$ cat config.mk
export PLATFORM = sky130hd
export DESIGN_NAME = metaframe_scrambler
export DESIGN_NICKNAME = d
export VERILOG_FILES = /design/src/rtl/scr_pkg.sv /design/src/rtl/mf_word_ctr.sv /design/src/rtl/add_keystream.sv /design/src/rtl/mul_scramble.sv /design/src/rtl/metaframe_scrambler.sv
export SDC_FILE = /design/constraint.sdc
export NUM_CORES = 1
export LEC_CHECK = 0
export BUFFER_PORTS_ARGS = -buffer_cell sky130_fd_sc_hd__buf_4
export CORE_MARGIN = 8
export CORE_UTILIZATION = 40
export CTS_CLUSTER_DIAMETER = 150
export DETAILED_ROUTE_END_ITERATION = 12
export GPL_ROUTABILITY_DRIVEN = 1
export HOLD_SLACK_MARGIN = 0.1
export PLACE_DENSITY = 0.57
export SLEW_MARGIN = 15
export SYNTH_ARGS = -nofsm -noshare
export SYNTH_HDL_FRONTEND = slang
export SYNTH_SLANG_ARGS = --single-unit
$ cat constraint.sdc
create_clock -name clk -period 5.3 [get_ports clk]
set_input_delay 0.53 -clock clk [delete_from_list [all_inputs] [get_ports clk]]
set_output_delay 0.53 -clock clk [all_outputs]
set_load 0.005 [all_outputs]
$ cat src/rtl/scr_pkg.sv
package scr_pkg;
  typedef enum logic {
    MODE_FRAME = 1'b0,
    MODE_SELF  = 1'b1
  } scr_mode_e;
endpackage

$ cat src/rtl/mf_word_ctr.sv
module mf_word_ctr #(
  parameter int MF_LEN = 2048,
  localparam int CNT_W = (MF_LEN > 2) ? $clog2(MF_LEN) : 2
) (
  input  logic             clk,
  input  logic             rst,
  input  logic             clr,
  input  logic             adv,
  output logic [CNT_W-1:0] cnt,
  output logic             at_slot0,
  output logic             at_slot1
);
  localparam logic [CNT_W-1:0] LAST = CNT_W'(MF_LEN - 1);
  logic [CNT_W-1:0] cnt_inc;

  generate
    if ((MF_LEN & (MF_LEN - 1)) == 0 && MF_LEN > 2) begin : g_pow2
      // counter width matches the length exactly: natural wrap
      assign cnt_inc = cnt + CNT_W'(1);
    end else begin : g_mod
      assign cnt_inc = (cnt == LAST) ? '0 : cnt + CNT_W'(1);
    end
  endgenerate

  always_ff @(posedge clk) begin
    if (rst || clr) cnt <= '0;
    else if (adv)   cnt <= cnt_inc;
  end

  assign at_slot0 = (cnt == '0);
  assign at_slot1 = (cnt == CNT_W'(1));

  assert_cnt_range_R6: assert property (@(posedge clk) disable iff (rst)
    cnt <= LAST);
  assert_cnt_wrap_R6: assert property (@(posedge clk) disable iff (rst)
    (adv && !clr && cnt == LAST) |=> cnt == '0);
  assert_cnt_hold_R10: assert property (@(posedge clk) disable iff (rst)
    (!adv && !clr) |=> $stable(cnt));
endmodule

$ cat src/rtl/add_keystream.sv
module add_keystream #(
  parameter int DATA_W = 64,
  parameter int LFSR_W = 58,
  parameter int TAP    = 39
) (
  input  logic [LFSR_W-1:0] state_in,
  output logic [DATA_W-1:0] key,
  output logic [LFSR_W-1:0] state_out
);
  logic [LFSR_W-1:0] s;
  logic              fb;

  // additive generator: keystream independent of the data
  always_comb begin
    s   = state_in;
    key = '0;
    fb  = 1'b0;
    for (int i = 0; i < DATA_W; i++) begin
      fb     = s[LFSR_W-1] ^ s[TAP-1];
      key[i] = fb;
      s      = {s[LFSR_W-2:0], fb};
    end
    state_out = s;
  end
endmodule

$ cat src/rtl/mul_scramble.sv
module mul_scramble #(
  parameter int DATA_W = 64,
  parameter int LFSR_W = 58,
  parameter int TAP    = 39
) (
  input  logic [LFSR_W-1:0] state_in,
  input  logic [DATA_W-1:0] din,
  output logic [DATA_W-1:0] dout,
  output logic [LFSR_W-1:0] state_out
);
  logic [LFSR_W-1:0] s;
  logic              ob;

  // multiplicative scrambler: each output bit re-enters the state
  always_comb begin
    s    = state_in;
    dout = '0;
    ob   = 1'b0;
    for (int i = 0; i < DATA_W; i++) begin
      ob      = din[i] ^ s[LFSR_W-1] ^ s[TAP-1];
      dout[i] = ob;
      s       = {s[LFSR_W-2:0], ob};
    end
    state_out = s;
  end
endmodule

$ cat src/rtl/metaframe_scrambler.sv
module metaframe_scrambler
  import scr_pkg::*;
#(
  parameter int              DATA_W    = 64,
  parameter int              LFSR_W    = 58,
  parameter int              TAP       = 39,
  parameter int              HDR_W     = 2,
  parameter int              MF_LEN    = 2048,
  parameter logic [63:0]     SYNC_WORD = 64'h78F6_78F6_78F6_78F6,
  parameter logic [57:0]     SEED_INIT = 58'h123_4567_89AB_CDEF
) (
  input  logic              clk,
  input  logic              rst,
  input  logic              in_valid,
  input  logic [63:0]       in_data,
  input  logic [1:0]        in_hdr,
  input  logic              mode,
  input  logic              seed_load,
  output logic              out_valid,
  output logic [63:0]       out_data,
  output logic [1:0]        out_hdr
);
  localparam int PAD_W = DATA_W - LFSR_W;
  localparam int CNT_W = (MF_LEN > 2) ? $clog2(MF_LEN) : 2;

  logic [LFSR_W-1:0] state, next_state;
  logic [DATA_W-1:0] key, mul_out, state_word, nxt_data;
  logic [LFSR_W-1:0] add_st, mul_st;
  logic [CNT_W-1:0]  cnt;
  logic              at_slot0, at_slot1;
  logic              accept, self_m, ctr_clr, ctr_adv;

  assign self_m  = (mode == MODE_SELF);
  assign accept  = in_valid && !seed_load;
  assign ctr_clr = seed_load || self_m;
  assign ctr_adv = accept && !self_m;

  mf_word_ctr #(.MF_LEN(MF_LEN)) u_ctr (
    .clk(clk), .rst(rst), .clr(ctr_clr), .adv(ctr_adv),
    .cnt(cnt), .at_slot0(at_slot0), .at_slot1(at_slot1)
  );

  add_keystream #(.DATA_W(DATA_W), .LFSR_W(LFSR_W), .TAP(TAP)) u_add (
    .state_in(state), .key(key), .state_out(add_st)
  );

  mul_scramble #(.DATA_W(DATA_W), .LFSR_W(LFSR_W), .TAP(TAP)) u_mul (
    .state_in(state), .din(in_data), .dout(mul_out), .state_out(mul_st)
  );

  generate
    if (PAD_W > 0) begin : g_pad
      assign state_word = {{PAD_W{1'b0}}, state};
    end else begin : g_nopad
      assign state_word = state[DATA_W-1:0];
    end
  endgenerate

  always_comb begin
    next_state = state;
    nxt_data   = in_data ^ key;
    if (seed_load) begin
      next_state = in_data[LFSR_W-1:0];
    end else if (in_valid) begin
      if (self_m) begin
        nxt_data   = mul_out;
        next_state = mul_st;
      end else if (at_slot0) begin
        nxt_data = SYNC_WORD;
      end else if (at_slot1) begin
        nxt_data = state_word;
      end else begin
        next_state = add_st;
      end
    end
  end

  always_ff @(posedge clk) begin
    if (rst) begin
      state     <= SEED_INIT;
      out_valid <= 1'b0;
      out_data  <= '0;
      out_hdr   <= '0;
    end else begin
      state     <= next_state;
      out_valid <= accept;
      if (accept) begin
        out_data <= nxt_data;
        out_hdr  <= in_hdr;
      end
    end
  end

  assert_valid_src_R2: assert property (@(posedge clk) disable iff (rst)
    out_valid |-> $past(in_valid && !seed_load));
  assert_sync_slot_R3: assert property (@(posedge clk) disable iff (rst)
    (accept && !self_m && cnt == '0) |=> out_data == SYNC_WORD);
  assert_state_slot_R4: assert property (@(posedge clk) disable iff (rst)
    (accept && !self_m && cnt == CNT_W'(1)) |=> (out_data[LFSR_W-1:0] == state && $stable(state)));
  assert_hdr_pass_R8: assert property (@(posedge clk) disable iff (rst)
    accept |=> out_hdr == $past(in_hdr));
  assert_seed_R9: assert property (@(posedge clk) disable iff (rst)
    seed_load |=> (state == $past(in_data[LFSR_W-1:0]) && !out_valid));
  assert_idle_hold_R10: assert property (@(posedge clk) disable iff (rst)
    (!in_valid && !seed_load) |=> ($stable(state) && !out_valid));
  assert_self_ctr_R11: assert property (@(posedge clk) disable iff (rst)
    self_m |=> cnt == '0);
endmodule

# ---- Yosys cells after proc, flatten, opt, wreduce, memory -nomap -nowiden
# Index checks and enable logic that the tools add are counted.
dict set report totals {
  register_bits 136
  elab_cells 221
  mem_count 0
  ram_bits 0
  inputBits 71
  latch_bits 0
  mem_bits_ro 0
  output_inout_bits 67
}
dict set report op_classes {
  bitwise 193
  eq_ne 3
  mul 0
  div 0
  n_lt_le_gt_ge 0
  add_sub_neg 1
  shift 0
  mux 10
  reduce_logical 9
}
# operator n
set ops {}
lappend ops {{2-to-1 mux 64 bit} 5}
lappend ops {{2-to-1 mux 58 bit} 5}
lappend ops {{bitwise XOR 1 bit} 192}
lappend ops {{bitwise XOR 64 bit} 1}
lappend ops {{adder 11 x 1 -> 11 bit, second input constant} 1}
lappend ops {{equality test 11 x 1 -> 1 bit, second input constant} 1}
lappend ops {{zero test 11 bit} 1}
lappend ops {{inequality test 3 bit, second input constant} 2}
lappend ops {{AND reduction 3 bit} 1}
lappend ops {{logical AND 1 bit} 2}
lappend ops {{zero test 1 bit} 2}
lappend ops {{logical OR 1 bit} 2}
lappend ops {{nonzero test 2 bit} 1}

# ---- Longest topological paths before layout
dict set report depth {
  word_depth 8
  mapped_depth 8
  ltp_nobuf 7
}

# ---- By module
# Synthesis repeated with hierarchy kept, for this count alone.
dict set report hier_totals {
  hier_cells 1170
  area_unflattened_um2 11427.2
}
# module area_each_um2 seq_area_each_um2 cells_each instances
set modules_own_cells {}
lappend modules_own_cells {metaframe_scrambler 7543.5 2502.4 797 1}
lappend modules_own_cells {mul_scramble 2005.7 0.0 181 1}
lappend modules_own_cells {add_keystream 1288.7 0.0 123 1}
lappend modules_own_cells {mf_word_ctr 589.3 220.2 69 1}

# ---- Worst setup path after synthesis
# OpenSTA, ideal clock, no wires.
dict set report synth_path {
  path_type {input port to flip-flop}
  from {in mode}
  to {reg state[49]}
  path_slack_ns 2.994
  arrival_time_ns 2.175
  stages 7
  n_path_buf 2
  setup_time_ns 0.131
  t_required_ns 5.169
  cell_sequence {clkbuf_1 > o21bai_1 > o41ai_4 > buf_6 > nor2_1 > a211oi_1 > o21ai_1}
}
dict set report synth_between {
  elab_chain_len 3
  word_cells_on_any_way 6
  cone_classes {eq/ne: 2; mux: 3; reduce/logical: 1}
}
# element line
set synth_lines {}
lappend synth_lines {{start, declared} metaframe_scrambler.sv:17} ;# input logic mode,
lappend synth_lines {{2-to-1 mux 58 bit} metaframe_scrambler.sv:65} ;# if (self_m) begin
lappend synth_lines {{2-to-1 mux 58 bit} metaframe_scrambler.sv:64} ;# end else if (in_valid) begin
lappend synth_lines {{2-to-1 mux 58 bit} metaframe_scrambler.sv:62} ;# if (seed_load) begin
lappend synth_lines {{end signal, assigned} metaframe_scrambler.sv:85} ;# state <= next_state;
lappend synth_lines {{end, declared} metaframe_scrambler.sv:26} ;# logic [LFSR_W-1:0] state, next_state;
# Parallel ways exist; a longest one is shown, timed or not. The select of a mux whose other input is x is not followed.
# A chain may end at the register's enable or synchronous reset.

# ---- Worst setup path in the final report
dict set report layout_path {
  from {reg u_ctr.cnt[0]}
  to {reg out_data[63]}
}
dict set report layout_between {
  elab_chain_len 6
  word_cells_on_any_way 7
  cone_classes {eq/ne: 1; mux: 5; reduce/logical: 1}
}
# element line
set layout_lines {}
lappend layout_lines {{start, declared} mf_word_ctr.sv:9} ;# output logic [CNT_W-1:0] cnt,
lappend layout_lines {{start signal, assigned} mf_word_ctr.sv:27} ;# else if (adv) cnt <= cnt_inc;
lappend layout_lines {{equality test 11 x 1 -> 1 bit} mf_word_ctr.sv:31} ;# assign at_slot1 = (cnt == CNT_W'(1));
lappend layout_lines {{2-to-1 mux 64 bit} metaframe_scrambler.sv:70} ;# end else if (at_slot1) begin
lappend layout_lines {{2-to-1 mux 64 bit *} metaframe_scrambler.sv:68} ;# end else if (at_slot0) begin
lappend layout_lines {{2-to-1 mux 64 bit *} metaframe_scrambler.sv:65}
lappend layout_lines {{2-to-1 mux 64 bit *} metaframe_scrambler.sv:64}
lappend layout_lines {{2-to-1 mux 64 bit *} metaframe_scrambler.sv:62}
lappend layout_lines {{end signal, assigned} metaframe_scrambler.sv:88} ;# out_data <= nxt_data;
lappend layout_lines {{end, declared} metaframe_scrambler.sv:20} ;# output logic [63:0] out_data,
# Every way passes the cells marked *; elsewhere a longest branch is shown, timed or not.

==> metrics.md <==
| Metric | Value |
|---|---|
| Async set-reset flop share out of synthesis | 0 |
| Std cell rows | 55 |
| Resize count post-CTS | 0 |
| Routed Antenna Nets | 0 |
| CTS Buf Count | 17 |
| I/O pins | between 100 and 150 |
| Clk root buf | clkbuf_16 |
| Layout Skew | 10.54 ps |
| Synth Flop Type | dfxtp_1 |
| Layout cells sized above 1 | 0.1724 |
| Total Nets Final | roughly 1300 |
| Initial antenna violation count | 0 |
| Vias in the first global route | between 7000 and 8000 |
| Crit path largest cell delay | 730 ps |
| Worst-Margin Slew | 1110 ps |
| Hold endpoint | out_hdr[1] |
| Synthesized Nets | 1169 |
| Worst setup SP type | flip-flop |
| First-pass iteration count of the detailed router | 6 |
| Unique cell type count in the Yosys netlist | 69 |
| Core footprint | roughly 22000 um2 |
| Final TNS setup | 0 ps |
| Yosys reg bits | around 140 |
| R2r startpoint | u_ctr.cnt[0] |
| Grt total ovfl | 0 |
| Starting Density | 0.4038 |
| Mapped Cells | 1095 |
| Critical-path cell list | ha_1, nor4b_1, nand3_2, buf_4, and4b_1, o221a_2 |
| Synth Warn # | 0 |
| Area delta synth->final | 19.92% |
| EDFF count, synth | 0 |
| Hold-fix buffers, CTS | 0 |
| Status | finished clean |
| Peak Freq | 325.8 MHz |
| Register area share after synthesis | 0.3006 |
| Final wirelength | ~31 mm |
| Die width | 166.5 um |
| Critical Path RT | 5610 ps |
| Crit-path slowest cell | nand3_2 |
| Worst Hold Class | in -> reg |
| Final Slew Violations | 0 |
| Hold Violations, Final | 0 |
| Clk slew on worst S/H paths | 60 ps |
| GP Congestion | 0.8418 |
| Routed length per instance | 21.27 um |
| Avg Cell Area, Syn | 8.273 um2 |
| WS Path Type | reg -> reg |
| Detailed placement HPWL | 21.81 mm |
| Setup bufs post-CTS | 0 |
| Final Cycle Share | 0.5792 |
| H-tree depth | 4 |
| N_diodes | 0 |
| DIE HEIGHT | 166.5 um |
| Worst Setup End Kind | flip-flop |
| FF-to-FF End | out_data[63] |
| Clock Sinks | 136 |
| VDD IR max | 242.0 uV |
| Syn Std Cell Area | 9059 um2 |
| DRT iter0 DRCs | 723 |
| DR vias/cell | 5.550 |
| Vias | 8180 |
| Min Tclk post-route | slightly above 3000 ps |
| Largest net degree at the start of global routing | 80 |
| Slew HR | 0.2554 |
| Fin Hold WS | 350.0 ps |
| CTS tree | done |
| Final setup viols | 0 |
| Register-to-Register Path Depth | 6 |
| PD cells | 326.4 nW/um2 |
| Clock Path Buffers | 2 |
| Max_cap viols | 0 |
| GRT Overall Usage | 0.2247 |
| Clock latency on the worst-skew pair | around 430 ps |
| Crit path DAT | 3380 ps |
| Leak | approximately 4.3 nW |
| DRC Markers | 0 |
| Die ar. | between 20000 and 30000 um2 |
| Crit Path Max Fanout | 30 |
| First-pass GRT wire length | 48.84 mm |
| PortBufs | 137 |
| Reg2reg setup slack | 2230 ps |
| Hold path start | in_hdr[1] |
| Hold depth | 3 |
| Unrepaired setup endpoints after global routing | false |
sequential cells by signal, summed over array words and instances, names as in the netlist:
signal     cells
out_data      64
state         58
u_ctr.cnt     11
out_hdr        2
out_valid      1
layer usage:
layer / up-vias / wire length [um] / global-route usage / part of all wire
met5: - / 0 / 0 / 0
met4: 0 / 745 / 0.06737 / 0.024
met3: 38 / 2125 / 0.04917 / 0.068
met2: 292 / 14030 / 0.3484 / 0.45
met1: 3885 / 14440 / 0.3071 / 0.46
li1: 3965 / - / - / -
where the power goes:
part           switching, mW  leakage [nW]  internal, mW  total [mW]
sequential             0.105          1.12          1.10        1.20
combinational          0.486          2.82         0.464       0.950
clock                  0.481         0.327         0.910        1.39
total                   1.07          4.27          2.47        3.55
cells by family (layout without fill, tap and decap cells):
kind of cell             Yosys count  after routing  synth area share
AND/OR/NAND/NOR                  313            313            0.1605
buffers and inverters            100            194           0.04779
flip-flops                       136            136            0.3006
XOR/XNOR                         246            246            0.2581
adder cells (fa/ha/maj)            3              3          0.004144
AO/OA/AOI/OAI                    276            276            0.2054
multiplexers                      21             21           0.02348
worst max-delay path: cells and delay by family (launching register included):
family	cells	cell delay [ps]
AO/OA/AOI/OAI	1	230
AND/OR/NAND/NOR	3	1450
flip-flops	1	430
adder cells (fa/ha/maj)	1	350
buffers and inverters	1	480
cells in the mapped netlist, types with 7 or more instances:
master	number	area share
nor2b_1	33	0.023
buf_6	7	0.0087
o211ai_1	12	0.0099
xnor3_1	9	0.022
buf_1	9	0.0037
nand3_1	16	0.0088
xnor2_1	167	0.16
a211oi_2	8	0.011
o31ai_1	8	0.0066
mux2i_1	19	0.021
nor3_1	31	0.017
nor2_1	95	0.039
o21ai_0	54	0.030
nand2b_1	8	0.0055
xor2_1	66	0.064
a21oi_1	70	0.039
nand2_1	103	0.043
clkbuf_1	69	0.029
o22ai_1	9	0.0062
a211oi_1	53	0.044
inv_1	10	0.0041
dfxtp_1	136	0.30
o21ai_1	13	0.0072
through the flow:
stage / power (mW) / utilization / cells / setup slack [ps] / area, um2
floorplan: 1.875 / - / 1095 / 2994 / 9059
global placement: 2.166 / 0.4539 / 1442 / 2378 / 10180
detailed placement: 2.168 / 0.4539 / 1442 / 2294 / 10180
CTS: 3.561 / 0.4842 / 1474 / 2275 / 10860
global route: 3.710 / 0.4842 / 1474 / 2004 / 10860
finish: 3.545 / 0.4842 / 1474 / 2230 / 10860
how the worst max path moves through the flow:
stage | start | to | slack [ps]
floorplan | mode | state[49] | 2990
global placement | u_ctr.cnt[0] | out_data[63] | 2380
detailed placement | u_ctr.cnt[0] | out_data[63] | 2290
CTS | u_ctr.cnt[0] | out_data[63] | 2280
global route | u_ctr.cnt[0] | out_data[52] | 2000
finish | u_ctr.cnt[0] | out_data[63] | 2230
layout by cell type (no fill, tap or decap), drive strengths merged, types with 6 or more instances in the layout:
cell type	n
nand2	103
o211ai	12
o22ai	9
xnor3	9
mux2i	19
buf	151
nor3	31
a211oi	61
a21oi	70
inv	10
nor2	95
dfxtp	136
a221o	6
nor2b	33
nand3	16
a221oi	7
o21ai	67
o31ai	8
bufinv	6
nand2b	8
xor2	66
clkbuf	21
xnor2	167
final cells by class:
type | count | area [um2]
repair buffers | 151 | 1134
fillers | 2195 | 11570
inverters | 11 | 41.29
clock buffers | 21 | 460.4
multi-input cells | 859 | 5929
flip-flops and latches | 136 | 2723
well taps | 285 | 356.6
clock inverters | 11 | 219.0
(Power assumes the default switching activity.)
